## config.mk

```make
export PLATFORM = sky130hd
export DESIGN_NAME = mp_uart_rx
export DESIGN_NICKNAME = d
export VERILOG_FILES = /design/src/rtl/mp_uart_rx_pkg.sv /design/src/rtl/mp_uart_rx_ctrl.sv /design/src/rtl/mp_uart_rx_dp.sv /design/src/rtl/mp_uart_rx.sv
export SDC_FILE = /design/constraint.sdc
export NUM_CORES = 1
export LEC_CHECK = 0
export BUFFER_PORTS_ARGS = -buffer_cell sky130_fd_sc_hd__buf_2
export CAP_MARGIN = 20
export CORE_MARGIN = 2
export CORE_UTILIZATION = 35
export CTS_BUF_LIST = sky130_fd_sc_hd__clkbuf_16
export DETAILED_ROUTE_END_ITERATION = 8
export SYNTH_ARGS = -nofsm -noshare
export SYNTH_HDL_FRONTEND = slang
export SYNTH_SLANG_ARGS = --single-unit
```

## constraint.sdc

```tcl
create_clock -name clk -period 2.6 [get_ports clk]
set_input_delay 0.26 -clock clk [delete_from_list [all_inputs] [get_ports clk]]
set_output_delay 0.26 -clock clk [all_outputs]
set_load 0.05 [all_outputs]
```

## src/rtl/mp_uart_rx_pkg.sv

```systemverilog
package mp_uart_rx_pkg;
  typedef enum logic [1:0] {ST_IDLE, ST_START, ST_DATA, ST_STOP} rxState_t;

  typedef struct packed {
    logic sampleBit;
    logic frameDone;
    logic stopOk;
  } rxStrobe_t;
endpackage

```

## src/rtl/mp_uart_rx_ctrl.sv

```systemverilog
module mp_uart_rx_ctrl
  import mp_uart_rx_pkg::*;
#(
  parameter int OSR    = 16,
  parameter int DATA_W = 8
) (
  input  logic      clk,
  input  logic      rstN,
  input  logic      runEn,
  input  logic      wide9,
  input  logic      tick,
  input  logic      lineIn,
  output rxStrobe_t strb
);
  localparam int CNT_W = $clog2(OSR);
  localparam int BIT_W = $clog2(DATA_W + 2);
  localparam logic [CNT_W-1:0] MID  = CNT_W'(OSR / 2 - 1);
  localparam logic [CNT_W-1:0] LAST = CNT_W'(OSR - 1);

  rxState_t         state;
  logic [CNT_W-1:0] tickCnt;
  logic [BIT_W-1:0] bitIdx;
  logic [BIT_W-1:0] lastBit;

  assign lastBit = wide9 ? BIT_W'(DATA_W) : BIT_W'(DATA_W - 1);

  always_ff @(posedge clk or negedge rstN) begin
    if (!rstN) begin
      state   <= ST_IDLE;
      tickCnt <= '0;
      bitIdx  <= '0;
    end else if (!runEn) begin
      state   <= ST_IDLE;
      tickCnt <= '0;
      bitIdx  <= '0;
    end else if (tick) begin
      case (state)
        ST_IDLE: if (!lineIn) begin
          state   <= ST_START;
          tickCnt <= '0;
        end
        ST_START: if (tickCnt == MID) begin
          tickCnt <= '0;
          bitIdx  <= '0;
          state   <= lineIn ? ST_IDLE : ST_DATA;
        end else tickCnt <= tickCnt + 1'b1;
        ST_DATA: if (tickCnt == LAST) begin
          tickCnt <= '0;
          bitIdx  <= bitIdx + 1'b1;
          if (bitIdx == lastBit) state <= ST_STOP;
        end else tickCnt <= tickCnt + 1'b1;
        ST_STOP: if (tickCnt == LAST) begin
          tickCnt <= '0;
          state   <= ST_IDLE;
        end else tickCnt <= tickCnt + 1'b1;
        default: state <= ST_IDLE;
      endcase
    end
  end

  always_comb begin
    strb.sampleBit = runEn && tick && (state == ST_DATA) && (tickCnt == LAST);
    strb.frameDone = runEn && tick && (state == ST_STOP) && (tickCnt == LAST);
    strb.stopOk    = lineIn;
  end

  AST_IDLE_WHEN_OFF: assert property (@(posedge clk) disable iff (!rstN)
    !runEn |=> (state == ST_IDLE)) else $error("receiver not idle while off");
  AST_DONE_ONLY_IN_STOP: assert property (@(posedge clk) disable iff (!rstN)
    strb.frameDone |=> (state == ST_IDLE)) else $error("frame end did not return to idle");
endmodule

```

## src/rtl/mp_uart_rx_dp.sv

```systemverilog
module mp_uart_rx_dp
  import mp_uart_rx_pkg::*;
#(
  parameter int DATA_W = 8,
  parameter int DEPTH  = 2
) (
  input  logic              clk,
  input  logic              rstN,
  input  logic              portEn,
  input  logic              rxEn,
  input  logic              wide9,
  input  logic              addrFilt,
  input  logic              lineIn,
  input  rxStrobe_t         strb,
  input  logic              rdStrobe,
  output logic [DATA_W-1:0] rdData,
  output logic              rdBit9,
  output logic              frmErr,
  output logic              ovrErr,
  output logic              dataReady
);
  localparam int PTR_W = (DEPTH > 1) ? $clog2(DEPTH) : 1;
  localparam int CNT_W = $clog2(DEPTH + 1);
  localparam logic [PTR_W-1:0] PTR_LAST = PTR_W'(DEPTH - 1);
  localparam logic [CNT_W-1:0] CNT_FULL = CNT_W'(DEPTH);

  logic [DATA_W:0]   shReg;
  logic [DATA_W-1:0] memData [DEPTH];
  logic              memB9   [DEPTH];
  logic              memFe   [DEPTH];
  logic [PTR_W-1:0]  wrPtr, rdPtr;
  logic [CNT_W-1:0]  count;

  logic [DATA_W-1:0] newData;
  logic              newB9, accept, full, push, pop;

  assign newData = wide9 ? shReg[DATA_W-1:0] : shReg[DATA_W:1];
  assign newB9   = wide9 & shReg[DATA_W];
  assign accept  = strb.frameDone & ~(wide9 & addrFilt & ~newB9);
  assign full    = (count == CNT_FULL);
  assign push    = accept & ~full & ~ovrErr;
  assign pop     = rdStrobe & (count != '0);

  always_ff @(posedge clk or negedge rstN) begin
    if (!rstN) shReg <= '0;
    else if (strb.sampleBit) shReg <= {lineIn, shReg[DATA_W:1]};
  end

  always_ff @(posedge clk) begin
    if (push) begin
      memData[wrPtr] <= newData;
      memB9[wrPtr]   <= newB9;
      memFe[wrPtr]   <= ~strb.stopOk;
    end
  end

  always_ff @(posedge clk or negedge rstN) begin
    if (!rstN) begin
      wrPtr  <= '0;
      rdPtr  <= '0;
      count  <= '0;
      ovrErr <= 1'b0;
    end else if (!portEn) begin
      wrPtr  <= '0;
      rdPtr  <= '0;
      count  <= '0;
      ovrErr <= 1'b0;
    end else begin
      if (push) wrPtr <= (wrPtr == PTR_LAST) ? '0 : wrPtr + 1'b1;
      if (pop)  rdPtr <= (rdPtr == PTR_LAST) ? '0 : rdPtr + 1'b1;
      count <= count + CNT_W'(push) - CNT_W'(pop);
      if (!rxEn) ovrErr <= 1'b0;
      else if (accept && full) ovrErr <= 1'b1;
    end
  end

  assign dataReady = (count != '0);
  assign rdData    = dataReady ? memData[rdPtr] : '0;
  assign rdBit9    = dataReady & memB9[rdPtr];
  assign frmErr    = dataReady & memFe[rdPtr];

  AST_COUNT_BOUND: assert property (@(posedge clk) disable iff (!rstN)
    count <= CNT_FULL) else $error("buffer count beyond depth");
  AST_OVR_STICKY: assert property (@(posedge clk) disable iff (!rstN)
    (ovrErr && portEn && rxEn) |=> ovrErr) else $error("overrun cleared while enabled");
  AST_OVR_CLEAR: assert property (@(posedge clk) disable iff (!rstN)
    !rxEn |=> !ovrErr) else $error("overrun kept while receiver off");
  AST_NO_LOAD_OVR: assert property (@(posedge clk) disable iff (!rstN)
    ovrErr |=> (count <= $past(count))) else $error("frame loaded during overrun");
  AST_ADDR_DROP: assert property (@(posedge clk) disable iff (!rstN)
    (strb.frameDone && wide9 && addrFilt && !shReg[DATA_W]) |=> (count <= $past(count)))
    else $error("data frame passed address filter");
  AST_PORT_OFF: assert property (@(posedge clk) disable iff (!rstN)
    !portEn |=> (!dataReady && !ovrErr)) else $error("state kept while port off");
endmodule

```

## src/rtl/mp_uart_rx.sv

```systemverilog
module mp_uart_rx
  import mp_uart_rx_pkg::*;
#(
  parameter int OSR    = 16,
  parameter int DATA_W = 8,
  parameter int DEPTH  = 2
) (
  input  logic              clk,
  input  logic              rstN,
  input  logic              portEn,
  input  logic              rxEn,
  input  logic              wide9,
  input  logic              addrFilt,
  input  logic              tick16,
  input  logic              rxLine,
  input  logic              rdStrobe,
  output logic [DATA_W-1:0] rdData,
  output logic              rdBit9,
  output logic              frmErr,
  output logic              ovrErr,
  output logic              dataReady
);
  logic [1:0] syncQ;
  logic       lineIn;
  rxStrobe_t  strb;

  always_ff @(posedge clk or negedge rstN) begin
    if (!rstN) syncQ <= 2'b11;
    else       syncQ <= {syncQ[0], rxLine};
  end
  assign lineIn = syncQ[1];

  mp_uart_rx_ctrl #(.OSR(OSR), .DATA_W(DATA_W)) uCtrl (
    .clk    (clk),
    .rstN   (rstN),
    .runEn  (portEn & rxEn),
    .wide9  (wide9),
    .tick   (tick16),
    .lineIn (lineIn),
    .strb   (strb)
  );

  mp_uart_rx_dp #(.DATA_W(DATA_W), .DEPTH(DEPTH)) uDp (
    .clk       (clk),
    .rstN      (rstN),
    .portEn    (portEn),
    .rxEn      (rxEn),
    .wide9     (wide9),
    .addrFilt  (addrFilt),
    .lineIn    (lineIn),
    .strb      (strb),
    .rdStrobe  (rdStrobe),
    .rdData    (rdData),
    .rdBit9    (rdBit9),
    .frmErr    (frmErr),
    .ovrErr    (ovrErr),
    .dataReady (dataReady)
  );
endmodule

```

Word-level counts from Yosys, hierarchy flattened:

Memories as Yosys holds them, arrays and structs flattened.
Cells that the tools add are included.

* flip-flop bits (word level): 26
* RAM bits: 20
* bits of input ports: 9
* memories kept: 3

Memories
* uDp.memData: words 2, bits a word 8, read ports 1, clocked after memory_dff 0, wr ports 1, line mp_uart_rx_dp.sv:28 `logic [DATA_W-1:0] memData [DEPTH];`
* uDp.memB9: words 2, bits a word 1, read ports 1, clocked after memory_dff 0, wr ports 1, line mp_uart_rx_dp.sv:29 `logic memB9 [DEPTH];`
* uDp.memFe: words 2, bits a word 1, read ports 1, clocked after memory_dff 0, wr ports 1, line mp_uart_rx_dp.sv:30 `logic memFe [DEPTH];`

* add/sub/neg operators: 6
* equal/unequal tests: 17
* mux-type cells: 35
* bitwise logic cells: 15
* reduce and logical (&&, ||, !) cells: 12

Operator list (number)
* 2-to-1 mux 4 bit: 10
* 2-to-1 mux 2 bit: 9
* inequality test 3 bit, second input constant: 6
* 2-to-1 mux 8 bit: 2
* case mux 4 bit (3 select lines): 1
* 2-to-1 mux 1 bit: 11
* AND 1 bit: 10
* adder 4 x 1 -> 4 bit, second input constant: 2
* case mux 2 bit (4 select lines): 1
* case mux 4 bit (2 select lines): 1
* == test 2 bit, second input constant: 3
* logical AND 1 bit: 6
* AND reduction 6 bit: 1
* NOT 1 bit: 5
* == test 4 x 3 -> 1 bit, second input constant: 1
* == test 4 bit: 1
* == test 4 bit, second input constant: 1
* inequality test 2 x 1 -> 1 bit, second input constant: 2
* AND reduction 4 bit: 1
* inequality test 3 x 2 -> 1 bit, second input constant: 1
* adder 1 bit, second input constant: 2
* adder 2 x 1 -> 2 bit: 1
* == test 2 x 1 -> 1 bit, second input constant: 1
* zero test 2 bit: 1
* other kinds (5): 5

Depth between registers and ports, before layout:

* depth in word-level cells: 10
* gate-level depth with buffers: 8
* depth with buffers taken out: 8

By module:

From an unflattened synthesis, not the netlist that was laid out.

* cells, all modules: 173
* area, all modules: 2203.4 um2

By module, submodules not included
* mp_uart_rx_dp: times used 1, cells an instance 103, area each 1502.7 um2
* mp_uart_rx_ctrl: times used 1, cells an instance 67, area each 641.9 um2
* mp_uart_rx: times used 1, cells an instance 3, area each 58.8 um2

Worst setup path before layout:

OpenSTA, ideal clock, no wires.

* path type: flip-flop to flip-flop
* start: register uCtrl.state[0]
* end: register uCtrl.state[0]
* setup time: 0.120 ns
* data arrival time: 1.835 ns
* required time: 2.480 ns
* slack: 0.644 ns
* stages on the path, launching flop included: 8
* cells stage by stage: dfrtp_1 inv_1 ha_1 buf_6 or3_1 o311a_2 or4_1 o211a_1

* word-level cells in the longest chain between the ends: 4

Ends and longest elaborated chain
* start: declaration: line mp_uart_rx_ctrl.sv:20 `rxState_t state;`
* start signal: assignment: line mp_uart_rx_ctrl.sv:45 `state <= lineIn ? ST_IDLE : ST_DATA;`
* == test 2 bit (tied with other cells): line mp_uart_rx_ctrl.sv:37 `case (state)`
* case mux 2 bit (4 select lines): line mp_uart_rx_ctrl.sv:37
* 2-to-1 mux 2 bit: line mp_uart_rx_ctrl.sv:36 `end else if (tick) begin`
* 2-to-1 mux 2 bit: line mp_uart_rx_ctrl.sv:32 `end else if (!runEn) begin`

Parallel ways exist; a longest one is shown, timed or not. The select of a mux whose other input is x is not followed.
A chain may end at the register's enable or synchronous reset.

Worst setup path after layout:

* start: register uCtrl.state[0]
* end: register uCtrl.state[1]

Same word-level chain as after synthesis.

==> results.py <==
metrics = {
    "clock_tree": {
        "post_cts_resized": 0,
        "clock-root-buffer": "clkbuf_16",
        "clock-sinks": 46,
        "clock_latency_on_the_worst_skew_pair_ps": 280,
        "post_cts.repair.setup_buffers": 0,
        "holdBufCountCts": 0,
        "ctsHtreeMaxLevel": 2,
        "tritoncts.num_buffers": 5,
        "tritoncts": "yes",
        "clk_pin_slew_ps": 60,
        "max-clock-path-buffers": 2,
    },
    "status": {
        "violations": "hold timing",
        "outcome": "finished, violations left",
    },
    "floorplanning": {
        "chipWidth_um": 84.5,
        "design.portCount": 21,
        "floorplan.initialDensity_pct": 35.9,
        "die_area_mm2": 0.00713,
        "placeableCoreArea_mm2": 0.00631,
        "die_y_um": 84.5,
        "row_count": 29,
    },
    "logic_synthesis": {
        "ys.flop_type": "dfrtp_1",
        "synth_top_cell_by_area": "dfrtp_1",
        "synth_top_cells_by_area": "dfrtp_1 (27%), edfxtp_1 (27%), mux2_2 (8.0%), ha_1 (5.0%), mux2i_1 (4.9%)",
        "synth_top_cell_area_share_pct": 26.5,
        "netlist_instances": 188,
        "synth.yosys.warnings": 0,
        "netlist_area_mm2": 0.00227,
        "synth.yosys.seq_area_share_pct": 55.3,
        "synth_nets": 206,
        "ys_async_rst_share_pct": 56.5,
        "post_synth_most_frequent_cells": "dfrtp_1 (24), edfxtp_1 (20), nor2_1 (17)",
        "edff_count_synth": 20,
        "yosysMostFrequentCell": "dfrtp_1",
        "yosysUniqueCellTypes": 42,
        "post_synthesis_register_bit_count": 46,
        "post_synth.cell_area_avg_um2": 12.1,
    },
    "grt": {
        "global_route.usage.total_pct": 12.3,
        "grt-ovfl-total": 0,
        "via_count_of_the_first_global_routing_pass": 1442,
        "wire_length_of_the_first_global_routing_pass_um": 6960,
        "number_of_antenna_violations_at_the_first_check_in_global_routing": 0,
        "grt_max_degree": 27,
    },
    "route": {
        "drt_drc_violations_left": 0,
        "routed_wire_per_std_cell_um": 13.7,
        "detailedRoute.firstPassIterationCount": 4,
        "detail-route-antenna-nets": 0,
        "vias": 1480,
        "wl_um": 4000,
        "route.detailed.vias_per_inst": 5.09,
        "initialDrtViolationCount": 78,
    },
    "timing": {
        "hold_violations": 24,
        "timing.slew.headroom_pct": 60.1,
        "worst-slew-pin-transition_ps": 598,
        "fraction_of_the_cycle_the_final_worst_path_needs_pct": 79.3,
        "layout_min_cycle_time_ps": 2060,
        "timing.clock.skew_ps": 2.97,
        "fmax_mhz": 485,
        "setup_viol": 0,
        "slew_viol_final": 0,
        "setup_tns_ps": 0,
        "whs_ps": -16.9,
        "rsz0062_at_grt": "false",
    },
    "power": {
        "power.internal_mw": 1.21,
        "finalPower_mw": 1.75,
        "switching_share_pct": 31.0,
        "pwr-share-clk_pct": 35.3,
        "comb_power_share_pct": 19.9,
        "power-per-cell-area_mw_per_mm2": 672,
        "cellLeakagePower_nw": 1.10,
        "peakVddDrop_mv": 0.575,
        "power.switching_uw": 541,
        "sequentialPowerShare_pct": 44.8,
    },
    "setup_path": {
        "crit_path_capture_type": "flop",
        "path_max_fanout": 4,
        "worstSetupPathType": "reg -> reg",
        "reg_to_reg_slack_setup_ps": 540,
        "rr_endpoint": "uCtrl.state[1]",
        "depth_of_the_worst_register_to_register_path": 6,
        "arrival_time_at_the_worst_endpoint_ps": 2260,
        "cp-start-kind": "flop",
        "reg_to_reg_startpoint": "uCtrl.state[0]",
        "critical_path_data_required_time_ps": 2800,
    },
    "layout": {
        "post_route_cells_drive_above_1_share_pct": 23.4,
        "fin_util_pct": 41.1,
        "final_area_mm2": 0.00260,
        "antenna_cells_inserted": 0,
        "nets": 231,
        "filler_cell_count": 630,
        "layout-area-overhead-vs-synth_pct": 14.6,
    },
    "flow_run": {
        "timing.max_cap.violations": 0,
    },
    "place": {
        "placement.cell_area_mm2": 0.00245,
        "place_congestion": 0.845,
        "place.detailed.hpwl_um": 2810,
        "count_of_buffers_from_port_buffering": 20,
    },
    "min_path": {
        "hold_crit_class": "in -> async",
    },
}
## critical path, stage by stage, from the launching register on
cell and delay, ps:
dfrtp_1 390, inv_1 120, ha_1 240, or2_0 260, o311a_2 390, a2111oi_4 340, mux2i_1 240
## per-stage QoR
stage / hold slack, ps / cells / worst slack [ps]
6_report: -16.9 / 291 / 537
5_1_grt: 27.7 / 291 / 391
4_1_cts: 14.5 / 291 / 511
3_5_place_dp: 322 / 283 / 525
3_3_place_gp: 314 / 283 / 580
2_1_floorplan: -35.6 / 188 / 644
## placed cells by master (no fill, tap or decap), types with 3 or more instances in the layout
cell       count
o21ai_0        9
nand3_1        8
nand2_1       10
clkbuf_16      5
nor3_1         4
edfxtp_1      20
and3_1         3
nor2_1        17
ha_1           9
and2_1         7
a21oi_1        6
mux2i_1       11
inv_1         10
buf_2         20
mux2_2        16
dfrtp_1       24
## power by group through the flow
stage / combinational, mW / sequential, mW / clock (mW)
finish: 0.347 / 0.783 / 0.616
global route: 0.370 / 0.785 / 0.671
CTS: 0.351 / 0.783 / 0.630
detailed placement: 0.351 / 0.798 / 0
global placement: 0.349 / 0.798 / 0
floorplan: 0.277 / 0.784 / 0
## flip-flops by register name (all words and copies together) (netlist names), 4 cells and up
register,flops
uCtrl.bitIdx,4
uCtrl.tickCnt,4
uDp.memData,16
uDp.shReg,9
## final cells by class
type	count	area [um^2]	share of cell area (%)
Timing Repair Buffer	22	115	4.43
Multi-Input combinational cell	129	956	36.8
Clock inverter	3	17.5	0.674
Tap cell	77	96.3	3.71
Inverter	9	33.8	1.30
Sequential cell	46	1250	48.3
Clock buffer	5	125	4.82
## how the worst max path moves through the flow
stage	from	end	slack, ps
floorplan	uCtrl.state[0]	uCtrl.state[0]	640
global placement	uCtrl.state[0]	uCtrl.state[0]	580
detailed placement	uCtrl.state[0]	uCtrl.state[1]	520
CTS	uCtrl.state[0]	uCtrl.state[1]	510
global route	uCtrl.state[1]	uCtrl.state[1]	390
finish	uCtrl.state[0]	uCtrl.state[1]	540
## metal layers
layer	up-vias	track usage, %	routed length [um]
met1	713	16.4	1850
met5	-	0	0
met2	25	20.2	1950
met3	5	3.24	159
met4	0	2.60	40
li1	737	-	-
## cell families (layout without fill, tap and decap cells)
family                   count (synthesis)  count (layout)  share of synthesized area [%]
flip-flops                              46              46                           55.3
AND/OR/NAND/NOR                         58              58                           12.8
buffers and inverters                   13              39                           2.48
XOR/XNOR                                 3               3                           1.16
multiplexers                            27              27                           12.8
AO/OA/AOI/OAI                           32              32                           10.5
adder cells (fa/ha/maj)                  9               9                           4.97
Note: power is estimated with default switching activity, not from simulation.
